==> src/rtl/xcr_pkg.sv <==
package xcr_pkg;
   typedef enum logic [2:0] {
      MD_COMPAT  = 3'd0,
      MD_BYTE    = 3'd1,
      MD_PPFIFO  = 3'd2,
      MD_ECPFIFO = 3'd3,
      MD_EPP     = 3'd4,
      MD_RSVD    = 3'd5,
      MD_FTEST   = 3'd6,
      MD_CONFIG  = 3'd7
   } xcr_mode_e;

   localparam logic [1:0] FL_SOME  = 2'b00;
   localparam logic [1:0] FL_EMPTY = 2'b01;
   localparam logic [1:0] FL_FULL  = 2'b10;

   localparam logic [2:0] OFS_DATA = 3'd0;
   localparam logic [2:0] OFS_CFGB = 3'd1;
   localparam logic [2:0] OFS_CTRL = 3'd2;
endpackage

==> src/rtl/xcr_byte_reg.sv <==
module xcr_byte_reg #(
   parameter int          W   = 8,
   parameter logic [W-1:0] RST = '0
) (
   input  logic         clk,
   input  logic         rst_n,
   input  logic         we,
   input  logic [W-1:0] d,
   output logic [W-1:0] q
);
   always_ff @(posedge clk or negedge rst_n) begin
      if (!rst_n)  q <= RST;
      else if (we) q <= d;
   end


   byte_hold_chk: assert property (@(posedge clk) disable iff (!rst_n)
      !we |=> $stable(q));
endmodule

==> src/rtl/xcr_fifo.sv <==
module xcr_fifo
   import xcr_pkg::*;
#(
   parameter int DW    = 8,
   parameter int DEPTH = 2
) (
   input  logic          clk,
   input  logic          rst_n,
   input  logic          flush,
   input  logic          push,
   input  logic          pop,
   input  logic [DW-1:0] wdata,
   output logic [DW-1:0] head,
   output logic [1:0]    flags
);
   localparam int          PW   = (DEPTH > 1) ? $clog2(DEPTH) : 1;
   localparam logic [PW-1:0] LAST = PW'(DEPTH - 1);
   localparam bit          POW2 = ((1 << PW) == DEPTH);

   logic [DW-1:0] mem [DEPTH];
   logic [PW-1:0] wp, rp, wp_nx, rp_nx;

   generate
      if (DEPTH < 2) begin : g_bad_depth
         $error("xcr_fifo: DEPTH must be at least 2");
      end
      if (POW2) begin : g_wrap_natural
         assign wp_nx = wp + PW'(1);
         assign rp_nx = rp + PW'(1);
      end else begin : g_wrap_cmp
         assign wp_nx = (wp == LAST) ? '0 : wp + PW'(1);
         assign rp_nx = (rp == LAST) ? '0 : rp + PW'(1);
      end
   endgenerate

   always_ff @(posedge clk or negedge rst_n) begin
      if (!rst_n) begin
         for (int i = 0; i < DEPTH; i++) mem[i] <= '0;
      end else if (push) begin
         mem[wp] <= wdata;
      end
   end

   always_ff @(posedge clk or negedge rst_n) begin
      if (!rst_n) begin
         wp    <= '0;
         rp    <= '0;
         flags <= FL_EMPTY;
      end else if (flush) begin
         wp    <= '0;
         rp    <= '0;
         flags <= FL_EMPTY;
      end else if (push) begin
         wp    <= wp_nx;
         flags <= (wp == LAST) ? FL_FULL : FL_SOME;
      end else if (pop) begin
         rp    <= rp_nx;
         flags <= (rp_nx == wp) ? FL_EMPTY : FL_SOME;
      end
   end

   assign head = mem[rp];


   flag_code_chk: assert property (@(posedge clk) disable iff (!rst_n)
      flags != 2'b11);

   push_full_chk: assert property (@(posedge clk) disable iff (!rst_n)
      (push && !flush && wp == LAST) |=> (flags == FL_FULL && wp == '0));

   flush_empty_chk: assert property (@(posedge clk) disable iff (!rst_n)
      flush |=> (flags == FL_EMPTY && wp == '0 && rp == '0));

   pop_not_full_chk: assert property (@(posedge clk) disable iff (!rst_n)
      (pop && !push && !flush) |=> flags != FL_FULL);
endmodule

==> src/rtl/xcr_ctrl.sv <==
module xcr_ctrl
   import xcr_pkg::*;
(
   input  logic       clk,
   input  logic       rst_n,
   input  logic       we,
   input  logic [5:0] d_hi,
   output logic [2:0] mode,
   output logic [2:0] mid,
   output logic       change
);
   always_ff @(posedge clk or negedge rst_n) begin
      if (!rst_n) begin
         mode <= MD_COMPAT;
         mid  <= '0;
      end else if (we) begin
         mode <= d_hi[5:3];
         mid  <= d_hi[2:0];
      end
   end

   assign change = we && (d_hi[5:3] != mode);


   mode_load_chk: assert property (@(posedge clk) disable iff (!rst_n)
      we |=> (mode == $past(d_hi[5:3]) && mid == $past(d_hi[2:0])));
endmodule

==> src/rtl/xcr_bank.sv <==
module xcr_bank
   import xcr_pkg::*;
#(
   parameter int          DW       = 8,
   parameter int          AW       = 3,
   parameter int          DEPTH    = 2,
   parameter logic [7:0]  CFGB_RST = 8'h00
) (
   input  logic          clk,
   input  logic          rst_n,
   input  logic          wr_en,
   input  logic          rd_en,
   input  logic [AW-1:0] addr,
   input  logic [DW-1:0] wr_data,
   output logic [DW-1:0] rd_data,
   output logic [2:0]    mode_o
);
   localparam logic [DW-1:0] UNMAPPED = '1;

   generate
      if (DW != 8) begin : g_bad_dw
         $error("xcr_bank: control layout needs DW == 8");
      end
      if (AW != 3) begin : g_bad_aw
         $error("xcr_bank: offset decode needs AW == 3");
      end
   endgenerate

   logic          sel_data, sel_cfgb, sel_ctrl, in_test;
   logic          push, pop, flush;
   logic [2:0]    mode, mid;
   logic [1:0]    flags;
   logic [DW-1:0] head, data_q, cfgb_q;

   assign sel_data = (addr == OFS_DATA);
   assign sel_cfgb = (addr == OFS_CFGB);
   assign sel_ctrl = (addr == OFS_CTRL);
   assign in_test  = (mode == MD_FTEST);

   assign push = wr_en && sel_data && in_test;
   assign pop  = rd_en && !wr_en && sel_data && in_test;

   xcr_ctrl u_ctrl (
      .clk    (clk),
      .rst_n  (rst_n),
      .we     (wr_en && sel_ctrl),
      .d_hi   (wr_data[7:2]),
      .mode   (mode),
      .mid    (mid),
      .change (flush)
   );

   xcr_fifo #(.DW(DW), .DEPTH(DEPTH)) u_fifo (
      .clk   (clk),
      .rst_n (rst_n),
      .flush (flush),
      .push  (push),
      .pop   (pop),
      .wdata (wr_data),
      .head  (head),
      .flags (flags)
   );

   xcr_byte_reg #(.W(DW), .RST('0)) u_data (
      .clk   (clk),
      .rst_n (rst_n),
      .we    (wr_en && sel_data && !in_test),
      .d     (wr_data),
      .q     (data_q)
   );

   xcr_byte_reg #(.W(DW), .RST(CFGB_RST)) u_cfgb (
      .clk   (clk),
      .rst_n (rst_n),
      .we    (wr_en && sel_cfgb),
      .d     (wr_data),
      .q     (cfgb_q)
   );

   always_comb begin
      unique case (addr)
         OFS_DATA: rd_data = in_test ? head : data_q;
         OFS_CFGB: rd_data = cfgb_q;
         OFS_CTRL: rd_data = {mode, mid, flags};
         default:  rd_data = UNMAPPED;
      endcase
   end

   assign mode_o = mode;

   // bus rule assumed by all properties below
   one_strobe_chk: assert property (@(posedge clk) disable iff (!rst_n)
      !(wr_en && rd_en));

   upper_wr_chk: assert property (@(posedge clk) disable iff (!rst_n)
      (wr_en && addr > OFS_CTRL) |=>
         ($stable(mode) && $stable(mid) && $stable(flags) &&
          $stable(data_q) && $stable(cfgb_q)));

   quiet_read_chk: assert property (@(posedge clk) disable iff (!rst_n)
      (rd_en && !wr_en && !(sel_data && in_test)) |=>
         ($stable(flags) && $stable(head) && $stable(mode)));

   plain_data_chk: assert property (@(posedge clk) disable iff (!rst_n)
      (wr_en && sel_data && !in_test) |=> ($stable(flags) && $stable(head)));

   mode_flush_chk: assert property (@(posedge clk) disable iff (!rst_n)
      (wr_en && sel_ctrl && wr_data[7:5] != mode) |=> flags == FL_EMPTY);

   same_mode_chk: assert property (@(posedge clk) disable iff (!rst_n)
      (wr_en && sel_ctrl && wr_data[7:5] == mode) |=> $stable(flags));
endmodule

==> config.mk <==
export PLATFORM = sky130hd
export DESIGN_NAME = xcr_bank
export DESIGN_NICKNAME = d
export VERILOG_FILES = /design/src/rtl/xcr_pkg.sv /design/src/rtl/xcr_byte_reg.sv /design/src/rtl/xcr_fifo.sv /design/src/rtl/xcr_ctrl.sv /design/src/rtl/xcr_bank.sv
export SDC_FILE = /design/constraint.sdc
export NUM_CORES = 1
export LEC_CHECK = 0
export ABC_AREA = 1
export BUFFER_PORTS_ARGS = -buffer_cell sky130_fd_sc_hd__buf_2
export CAP_MARGIN = 20
export CORE_ASPECT_RATIO = 1.75
export CORE_MARGIN = 3
export CORE_UTILIZATION = 34
export CTS_CLUSTER_SIZE = 14
export DETAILED_ROUTE_END_ITERATION = 6
export PLACE_DENSITY = 0.6
export SLEW_MARGIN = 20
export SYNTH_ARGS = -nofsm -noshare
export SYNTH_HDL_FRONTEND = slang
export SYNTH_SLANG_ARGS = --single-unit
==> constraint.sdc <==
create_clock -name clk -period 1.5 [get_ports clk]
set_input_delay 0.075 -clock clk [delete_from_list [all_inputs] [get_ports clk]]
set_output_delay 0.075 -clock clk [all_outputs]
set_load 0.02 [all_outputs]
==> impl_metrics.ini, run 1 <==
[critical_path]
end_kind = output pin
critical_path_class = register to output pin
required_ns = 1.42
reg2reg_to = u_fifo.mem[15]$_DFFE_PN0P_
start_kind = register
rr_worst_depth = 9
r2r_slack_ns = 0.01
r2r_start = u_ctrl.mode[0]$_DFFE_PN0P_
cp_max_fo = 9
worst_ep_arrival_time_ns = 1.47

[clock_network]
htreeDepth = 2
clkTransAtPathRegs_ns = 0.07
cts_tree = done
cts.sink_count = 42
numCtsBuffers = 5
clkLatencyLatePin_ns = 0.29
ctsLongestPathBuffers = 2
root_buffer = clkbuf_8

[routing]
num_vias = 1835
routed_via_density = 4.842
drtAntennaViolNets = 0
drc = 0
drt-initial-drc-count = 151
wirelength_um = 5469
wl_per_cell_um = 14.43
dr.pass1.iters = 4

[synth]
synth_compound_area_frac = 0.1280
yosys.area.top_type_share = 0.4861
ys_top_cells_by_area = dfrtp_1 (49%), nand2_1 (17%), o21ai_0 (5.0%), inv_1 (4.6%), o21ai_2 (3.3%)
yosys.area_share.simple = 0.2881
syn_nets = 273
synth_mux_area_frac = 0
ys_warn_count = 0
async_flop_share = 1.000
ys_ff_latch = 42
synth_top_family_by_area = simple AND/OR/NAND/NOR gates
synthAdderAreaFrac = 0
synth_edf_count = 0
yosys.area_share.xor_xnor = 0.008299
synth.avg_cell_area_um2 = 8.181
synth_cell_types = 23
syn_area_um2 = 2111
synth_cells = 258
yosysTopAreaCell = dfrtp_1
synth-seq-area-share = 0.4985
ys.flop_type = dfrtp_1

[pwr]
irDropWorstVdd_mv = 0.3750
p_leak_uw = 0.001246
p_per_area_nw_per_um2 = 1034

[floorplan]
die-area_um2 = 7227
core_region_area_um2 = 5972
io-pin-count = 26
fp.dieH_um = 110.2
die_w_um = 65.56
placementRows = 37
initial_core_util = 0.3534

[sta]
fin_ws_ns = -0.04340
finClkSkew_ns = 0.005781
setup_tns_ns = -0.08713
period_share = 1.029
report.final.slew_viol_count = 0
fmax_ghz = 0.6479
worstMarginPinSlew_ns = 0.6140
whs_ns = 0.01581
slew_headroom = 0.5906
setup_viol = 5
layout_min_cycle_time_ns = 1.543
rsz0062_at_grt = yes
hold_violations = 0

[final_layout]
area_delta_synth_final_pct = 27.80
stdcell_count = 379
antennaDiodeCount = 0
drive_above_1_share = 0.3123
register_area_um2 = 1052
layout.nets = 317
nFillCells = 592
multi_input_area_um2 = 1047

[placement]
gp_congestion = 0.8174
hpwl_um = 3751
io_buffers = 25
dp_cells = 363

[global_routing]
grt_util_met1 = 0.1771
grt_usage = 0.1517
grt_util_met3 = 0.01521
use_met2 = 0.2806
grt_max_degree = 29
busiest_layer = met2
grt_overflow = 0
antenna_found_initial = 0
grt_pass1_vias = 1713
grt_pass1_wl_um = 8349

[hold_path]
worstHoldEndpoint = u_data.q[3]$_DFFE_PN0P_
min_from = wr_data[3]
hold_depth = 3
hold_class = input port to register

[status]
violations = setup timing
outcome = finished, violations left

[run]
maxCapViolCount = 0
final cells by class:
type                            instances  area share
Sequential cell                        42      0.3901
Multi-Input combinational cell        184      0.3882
Timing Repair Buffer                   40      0.1122
Inverter                               29     0.04267
Tap cell                               78     0.03618
Clock buffer                            6     0.03061
power by group:
| part | internal, uW | switching (uW) |
|---|---|---|
| combinational | 259 | 405 |
| clock | 355 | 346 |
| sequential | 1310 | 112 |
| total | 1930 | 863 |
worst max-delay path, stage by stage, from the launching register on:
cell and delay [ns]:
dfrtp_1 0.40, inv_2 0.09, nand3_4 0.09, buf_8 0.16
a21oi_1 0.11, nand2_1 0.09, nand4_1 0.11, buf_6 0.14
layer usage:
metal | part of all wire | wire (um) | vias to the layer above
met4 | 0.025 | 139 | 0
li1 | - | - | 915
met1 | 0.39 | 2159 | 874
met3 | 0.018 | 99 | 12
met2 | 0.56 | 3071 | 34
met5 | 0 | 0 | -
repair_timing:
item	in CTS	in global routing
pin swaps	0	3
buffers inserted	3	3
cloned	0	3
setup endpoints to repair	11	28
hold buffers	1	0
endpoints found under the hold margin	25	0
resized for setup	19	31
sequential cells by signal, indices dropped and copies added (netlist names):
name	cells
u_ctrl.mid	3
u_data.q	8
u_fifo.rp	1
u_cfgb.q	8
u_fifo.mem	16
u_ctrl.mode	3
u_fifo.wp	1
u_fifo.flags	2
cell usage after synthesis (3+ instances only):
| library cell | instances |
|---|---|
| dfrtp_1 | 41 |
| nor2_1 | 6 |
| nor2_4 | 3 |
| o21ai_1 | 9 |
| a21oi_1 | 10 |
| o21ai_0 | 21 |
| buf_6 | 4 |
| o21ai_2 | 8 |
| nand2_1 | 95 |
| nand3_1 | 12 |
| inv_1 | 26 |
| nand4_1 | 8 |
cell families (layout without fill, tap and decap cells):
kind of cell | Yosys count | count (layout)
xor+xnor | 2 | 2
compound gates | 48 | 48
simple gates | 131 | 134
flops | 42 | 42
buf+inv | 35 | 75
cells in the final DEF (no fill, tap or decap), drive strengths merged:
cell type    count
buf             39
o21ai           38
nor3             1
clkbuf           6
xnor2            2
nor2            10
dfstp            1
dlygate4sd3      1
nand2          101
clkinv           2
nand4            8
a21oi           10
dfrtp           41
nand3           14
inv             27
stage by stage:
| stage | cell area [um2] | power [uW] | util | setup WS [ns] |
|---|---|---|---|---|
| after floorplan | 2111 | 1784 | - | 0.09048 |
| after global placement | 2340 | 1978 | 0.3918 | 0.02027 |
| after detailed placement | 2340 | 1988 | 0.3918 | 0.01229 |
| after CTS | 2511 | 2761 | 0.4205 | -0.02651 |
| after global routing | 2698 | 2956 | 0.4517 | -0.1205 |
| final | 2698 | 2789 | 0.4517 | -0.04340 |
worst max-delay path by stage:
stage / end / from
6_report: rd_data[5] / u_ctrl.mode[0]$_DFFE_PN0P_
5_1_grt: rd_data[5] / u_ctrl.mode[0]$_DFFE_PN0P_
4_1_cts: rd_data[1] / u_ctrl.mode[0]$_DFFE_PN0P_
3_5_place_dp: u_data.q[2]$_DFFE_PN0P_ / u_ctrl.mode[2]$_DFFE_PN0P_
3_3_place_gp: u_data.q[2]$_DFFE_PN0P_ / u_ctrl.mode[2]$_DFFE_PN0P_
2_1_floorplan: u_fifo.mem[14]$_DFFE_PN0P_ / u_ctrl.mode[0]$_DFFE_PN0P_
(Power assumes the default switching activity.)
==> run 2, diff against run 1 <==
--- a/config.mk
+++ b/config.mk
@@ -10,2 +10,4 @@
 export CAP_MARGIN = 20
+export CELL_PAD_IN_SITES_DETAIL_PLACEMENT = 0
+export CELL_PAD_IN_SITES_GLOBAL_PLACEMENT = 1
 export CORE_ASPECT_RATIO = 1.75
@@ -15,3 +17,3 @@
 export DETAILED_ROUTE_END_ITERATION = 6
-export PLACE_DENSITY = 0.6
+export PLACE_DENSITY = 0.74
 export SLEW_MARGIN = 20
==> constraint.sdc (replaced) <==
create_clock -name clk -period 1.5 [get_ports clk]
set_input_delay 0.3 -clock clk [delete_from_list [all_inputs] [get_ports clk]]
set_output_delay 0.3 -clock clk [all_outputs]
set_load 0.02 [all_outputs]
==> impl_metrics.ini, run 2 (synthesized netlist as in run 1, its figures left out) <==
[status]
outcome = finished, violations left
violations = setup timing

[routing]
wirelength_um = 5926
wl_per_cell_um = 15.08
dr.pass1.iters = 4
routed_via_density = 4.748
drtAntennaViolNets = 0
drt-initial-drc-count = 55
drc = 0
num_vias = 1866

[final_layout]
stdcell_count = 393
top_register = u_fifo.mem
final_common_cell = nand2_1
largest_reg_flops = 16
top_regs = u_fifo.mem x16, u_cfgb.q x8, u_data.q x8
design_area_um2 = 2846
mostFrequentLayoutCells = nand2_1 (83), dfrtp_1 (41), inv_1 (25)
layout.nets = 329
final_util = 0.4766
area_delta_synth_final_pct = 34.85
drive_above_1_share = 0.3365
antennaDiodeCount = 0

[sta]
whs_ns = 0.2274
slew_headroom = 0.7080
fin_ws_ns = -0.2601
hold_violations = 0
worstMarginPinSlew_ns = 0.4380
finClkSkew_ns = 0.006668
rsz0062_at_grt = yes
report.final.slew_viol_count = 0
fmax_ghz = 0.5681
setup_viol = 8
layout_min_cycle_time_ns = 1.760
period_share = 1.173

[pwr]
pwr-share-comb = 0.255
power.share.sequential = 0.496
p_per_area_nw_per_um2 = 1004
irDropWorstVdd_mv = 0.5429
sw_frac_of_total = 0.3221
internal_power_uw = 1938
p_leak_uw = 0.001311
netSwitchingPower_uw = 920.7
clkPwrFrac = 0.249

[floorplan]
placementRows = 37
core_region_area_um2 = 5972
die-area_um2 = 7227
io-pin-count = 26
initial_core_util = 0.3534
die_w_um = 65.56
fp.dieH_um = 110.2

[critical_path]
critPathMaxStageDelay_ns = 0.39
cp_max_fo = 9
r2r_slack_ns = 0.02
rr_worst_depth = 9
crit_chain = inv_2 -> nand3_4 -> buf_8 -> a21oi_1 -> nand2_1 -> nand4_1 -> buf_2
reg2reg_to = u_fifo.mem[10]$_DFFE_PN0P_
path_delay_family = buffers and inverters
required_ns = 1.20
end_kind = output pin
r2r_start = u_ctrl.mode[0]$_DFFE_PN0P_
crit_buf_inv = 3
start_kind = register
critical_path_class = register to output pin
crit_path_top_delay_cell = dfrtp_1
worst_ep_arrival_time_ns = 1.46

[placement]
placed_area_um2 = 2475
dp_cells = 376
hpwl_um = 3866
gp_congestion = 0.8134
io_buffers = 25

[run]
maxCapViolCount = 0

[clock_network]
cts_tree = done
htreeDepth = 2
cts.sink_count = 42
root_buffer = clkbuf_8
numCtsBuffers = 5
clkLatencyLatePin_ns = 0.29
ctsLongestPathBuffers = 2
clkTransAtPathRegs_ns = 0.08

[global_routing]
grt_usage = 0.1627
grt_max_degree = 43
grt_pass1_wl_um = 8804
antenna_found_initial = 0
grt_overflow = 0
grt_pass1_vias = 1759

[hold_path]
min_from = wr_data[1]
worstHoldEndpoint = u_data.q[1]$_DFFE_PN0P_
hold_class = input port to register
hold_depth = 3
-- run 2: changes by cell type in the layout (fill, tap and decap cells not counted), moves of 2 or more --
cell,change
a21oi_2,-2
buf_12,+3
buf_4,+8
clkbuf_1,+3
nand2_1,+4
nand2_2,-4
nand3_1,-6
nand3_2,+5
-- run 2: area by class of cell --
class,count,area (um2)
fillers,580,3126
repair buffers,53,439.2
inverters,29,115.1
multi-input cells,183,1062
clock buffers,8,80.08
well taps,78,97.59
flip-flops and latches,42,1052
-- run 2: repair_timing --
action | 4_1_cts | 5_1_grt
gates cloned | 1 | 2
buffers inserted | 2 | 3
gates resized for setup | 24 | 29
setup endpoints to repair | 8 | 27
hold buffers | 1 | 0
pin swaps | 6 | 4
endpoints found under the hold margin | 41 | 0
-- run 2: worst reg2reg max path, stage by stage (launching register included) --
cell	delay, ns
dfrtp_1	0.39
inv_2	0.09
nand3_4	0.09
buf_8	0.16
buf_6	0.13
nor2_8	0.12
buf_6	0.14
nand2_8	0.10
nand2_1	0.11
o21ai_2	0.05
-- run 2: worst max path at each step --
stage | end | cells past startpoint | startpoint
5_1_grt | rd_data[1] | 8 | u_ctrl.mode[0]$_DFFE_PN0P_
2_1_floorplan | rd_data[0] | 6 | u_ctrl.mode[0]$_DFFE_PN0P_
3_3_place_gp | rd_data[7] | 8 | addr[0]
3_5_place_dp | rd_data[7] | 8 | addr[0]
4_1_cts | rd_data[1] | 8 | u_ctrl.mode[0]$_DFFE_PN0P_
6_report | rd_data[1] | 7 | u_ctrl.mode[0]$_DFFE_PN0P_
-- run 2: power groups by stage --
stage               combinational [uW]  clock [uW]  sequential (uW)
global route                       806         768             1440
floorplan                          355           0             1430
CTS                                692         731             1400
global placement                   623           0             1420
finish                             728         712             1420
detailed placement                 631           0             1420
-- run 2: per-layer routing --
| metal | vias to the layer above | track usage | routed length [um] |
|---|---|---|---|
| li1 | 933 | - | - |
| met1 | 894 | 0.1955 | 2415 |
| met2 | 33 | 0.3002 | 3260 |
| met3 | 6 | 0.01521 | 166 |
| met4 | 0 | 0.05341 | 84 |
| met5 | - | 0 | 0 |
-- run 2: through the flow --
stage / power [uW] / worst slack, ns / TNS [ns]
6_report: 2859 / -0.2601 / -1.910
5_1_grt: 3013 / -0.3407 / -2.832
4_1_cts: 2828 / -0.2697 / -1.995
3_5_place_dp: 2052 / -0.05748 / -0.2755
3_3_place_gp: 2041 / -0.02274 / -0.08818
2_1_floorplan: 1784 / 0.004753 / 0
==> run 3, diff against run 2 <==
Settings changed: SETUP_SLACK_MARGIN from default to 0.05.
Clock period 1.5 ns to 1.99 ns, I/O delays scaled along.
==> impl_metrics.ini, run 3 (synthesized netlist as in run 1, its figures left out) <==
[status]
outcome = finished, final reports clean

[clock_network]
cts.sink_count = 42
numCtsBuffers = 5
clkTransAtPathRegs_ns = 0.09
ctsLongestPathBuffers = 2
htreeDepth = 2
clkLatencyLatePin_ns = 0.31
root_buffer = clkbuf_8
cts_tree = done
holdBufCountCts = 0

[pwr]
p_per_area_nw_per_um2 = 872.1
irDropWorstVdd_mv = 0.5463
p_leak_uw = 0.001209
netSwitchingPower_uw = 672.9
sw_frac_of_total = 0.3051
clkPwrFrac = 0.308
power.share.sequential = 0.487
internal_power_uw = 1532
pwr-share-comb = 0.206

[routing]
dr.pass1.iters = 4
num_vias = 1785
drc = 0
drtAntennaViolNets = 0
drt-initial-drc-count = 106
routed_via_density = 4.786
wirelength_um = 5481
wl_per_cell_um = 14.69

[critical_path]
critical_path_class = register to output pin
required_ns = 1.59
worst_ep_arrival_time_ns = 1.52
cp_max_fo = 10
start_kind = register
end_kind = output pin

[placement]
gp_congestion = 0.7511
placed_area_um2 = 2332
hpwl_um = 3800
io_buffers = 25

[sta]
fmax_ghz = 0.5217
worstMarginPinSlew_ns = 0.6450
hold_violations = 0
setup_viol = 0
finClkSkew_ns = 0.01292
rsz0062_at_grt = yes
report.final.slew_viol_count = 0
layout_min_cycle_time_ns = 1.917
period_share = 0.9632
setup_tns_ns = 0
whs_ns = 0.09974
slew_headroom = 0.5700

[floorplan]
core_region_area_um2 = 5972
initial_core_util = 0.3534
io-pin-count = 26
die-area_um2 = 7227
fp.dieH_um = 110.2
placementRows = 37
die_w_um = 65.56

[global_routing]
grt_usage = 0.1687
grt_pass1_wl_um = 9039
grt_pass1_vias = 1769
grt_overflow = 0
antenna_found_initial = 0
grt_max_degree = 29

[final_layout]
top_register = u_fifo.mem
drive_above_1_share = 0.2339
final_common_cell = nand2_1
top_regs = u_fifo.mem x16, u_cfgb.q x8, u_data.q x8
area_delta_synth_final_pct = 19.80
mostFrequentLayoutCells = nand2_1 (95), dfrtp_1 (40), inv_1 (25)
layout.nets = 309
design_area_um2 = 2529
final_util = 0.4234
antennaDiodeCount = 0
largest_reg_flops = 16

[run]
maxCapViolCount = 0

[hold_path]
hold_class = input port to async pin
-- run 3: cell count changes in the layout (fill, tap and decap cells not counted), sizes merged --
cell and change:
clkinvlp +2, buf -18, nand2 -2, dlygate4sd3 -1, bufinv +1, clkinv +1, clkbuf -3
-- run 3: critical path: stages, from the launching register on --
cell	delay (ns)
dfrtp_1	0.43
inv_2	0.11
nand3_4	0.10
buf_12	0.17
a21oi_1	0.13
nand2_1	0.07
nand4_1	0.07
buf_4	0.14
-- run 3: path summary, 6_finish.rpt --
| kind | start | end | slack (ns) | cells after the start |
|---|---|---|---|---|
| max | u_ctrl.mode[0]$_DFFE_PN0P_ | rd_data[0] | 0.07 | 7 |
| min | rst_n | u_cfgb.q[0]$_DFFE_PN0P_ | 0.1 | 1 |
| min in group clk | wr_data[0] | u_data.q[0]$_DFFE_PN0P_ | 0.32 | 3 |
| max reg2reg | u_ctrl.mode[0]$_DFFE_PN0P_ | u_fifo.mem[4]$_DFFE_PN0P_ | 0.43 | 8 |
| min reg2reg | u_fifo.mem[14]$_DFFE_PN0P_ | u_fifo.mem[14]$_DFFE_PN0P_ | 0.49 | 2 |
| max in group asynchronous | rst_n | u_fifo.mem[10]$_DFFE_PN0P_ | 1.31 | 2 |
-- run 3: per-stage QoR --
stage,std cells,setup slack (ns),power (uW)
3_5_place_dp,362,0.1569,1500
6_report,373,0.07330,2205
3_3_place_gp,362,0.1617,1489
4_1_cts,370,0.05416,2192
2_1_floorplan,258,0.3968,1345
5_1_grt,373,-0.01382,2339
-- run 3: repair_timing --
action	4_1_cts	5_1_grt
setup buffers	0	2
setup endpoints to repair	8	8
gates cloned	0	1
pin swaps	0	0
gates resized for setup	7	15
-- run 3: power groups by stage --
stage | Sequential (uW) | Clock (uW) | Combinational, uW
after floorplan | 1080 | 0 | 268
after global placement | 1080 | 0 | 414
after detailed placement | 1080 | 0 | 419
after CTS | 1070 | 692 | 432
after global routing | 1090 | 726 | 522
final | 1070 | 679 | 453
-- run 3: layout make-up --
type | count | area [um2]
clock buffers | 5 | 68.82
clock inverters | 3 | 40.04
fillers | 603 | 3443
inverters | 29 | 117.6
multi-input cells | 181 | 910.9
flip-flops and latches | 42 | 1054
well taps | 78 | 97.59
repair buffers | 34 | 232.7
repair inverters | 1 | 7.507
-- run 3: routing by layer --
metal  part of all wire  up-vias  global-route usage
met5                  0        -                   0
met3              0.030        6             0.02738
met1               0.40      841              0.1992
met2               0.55       43              0.3002
li1                   -      895                   -
met4              0.019        0             0.06825
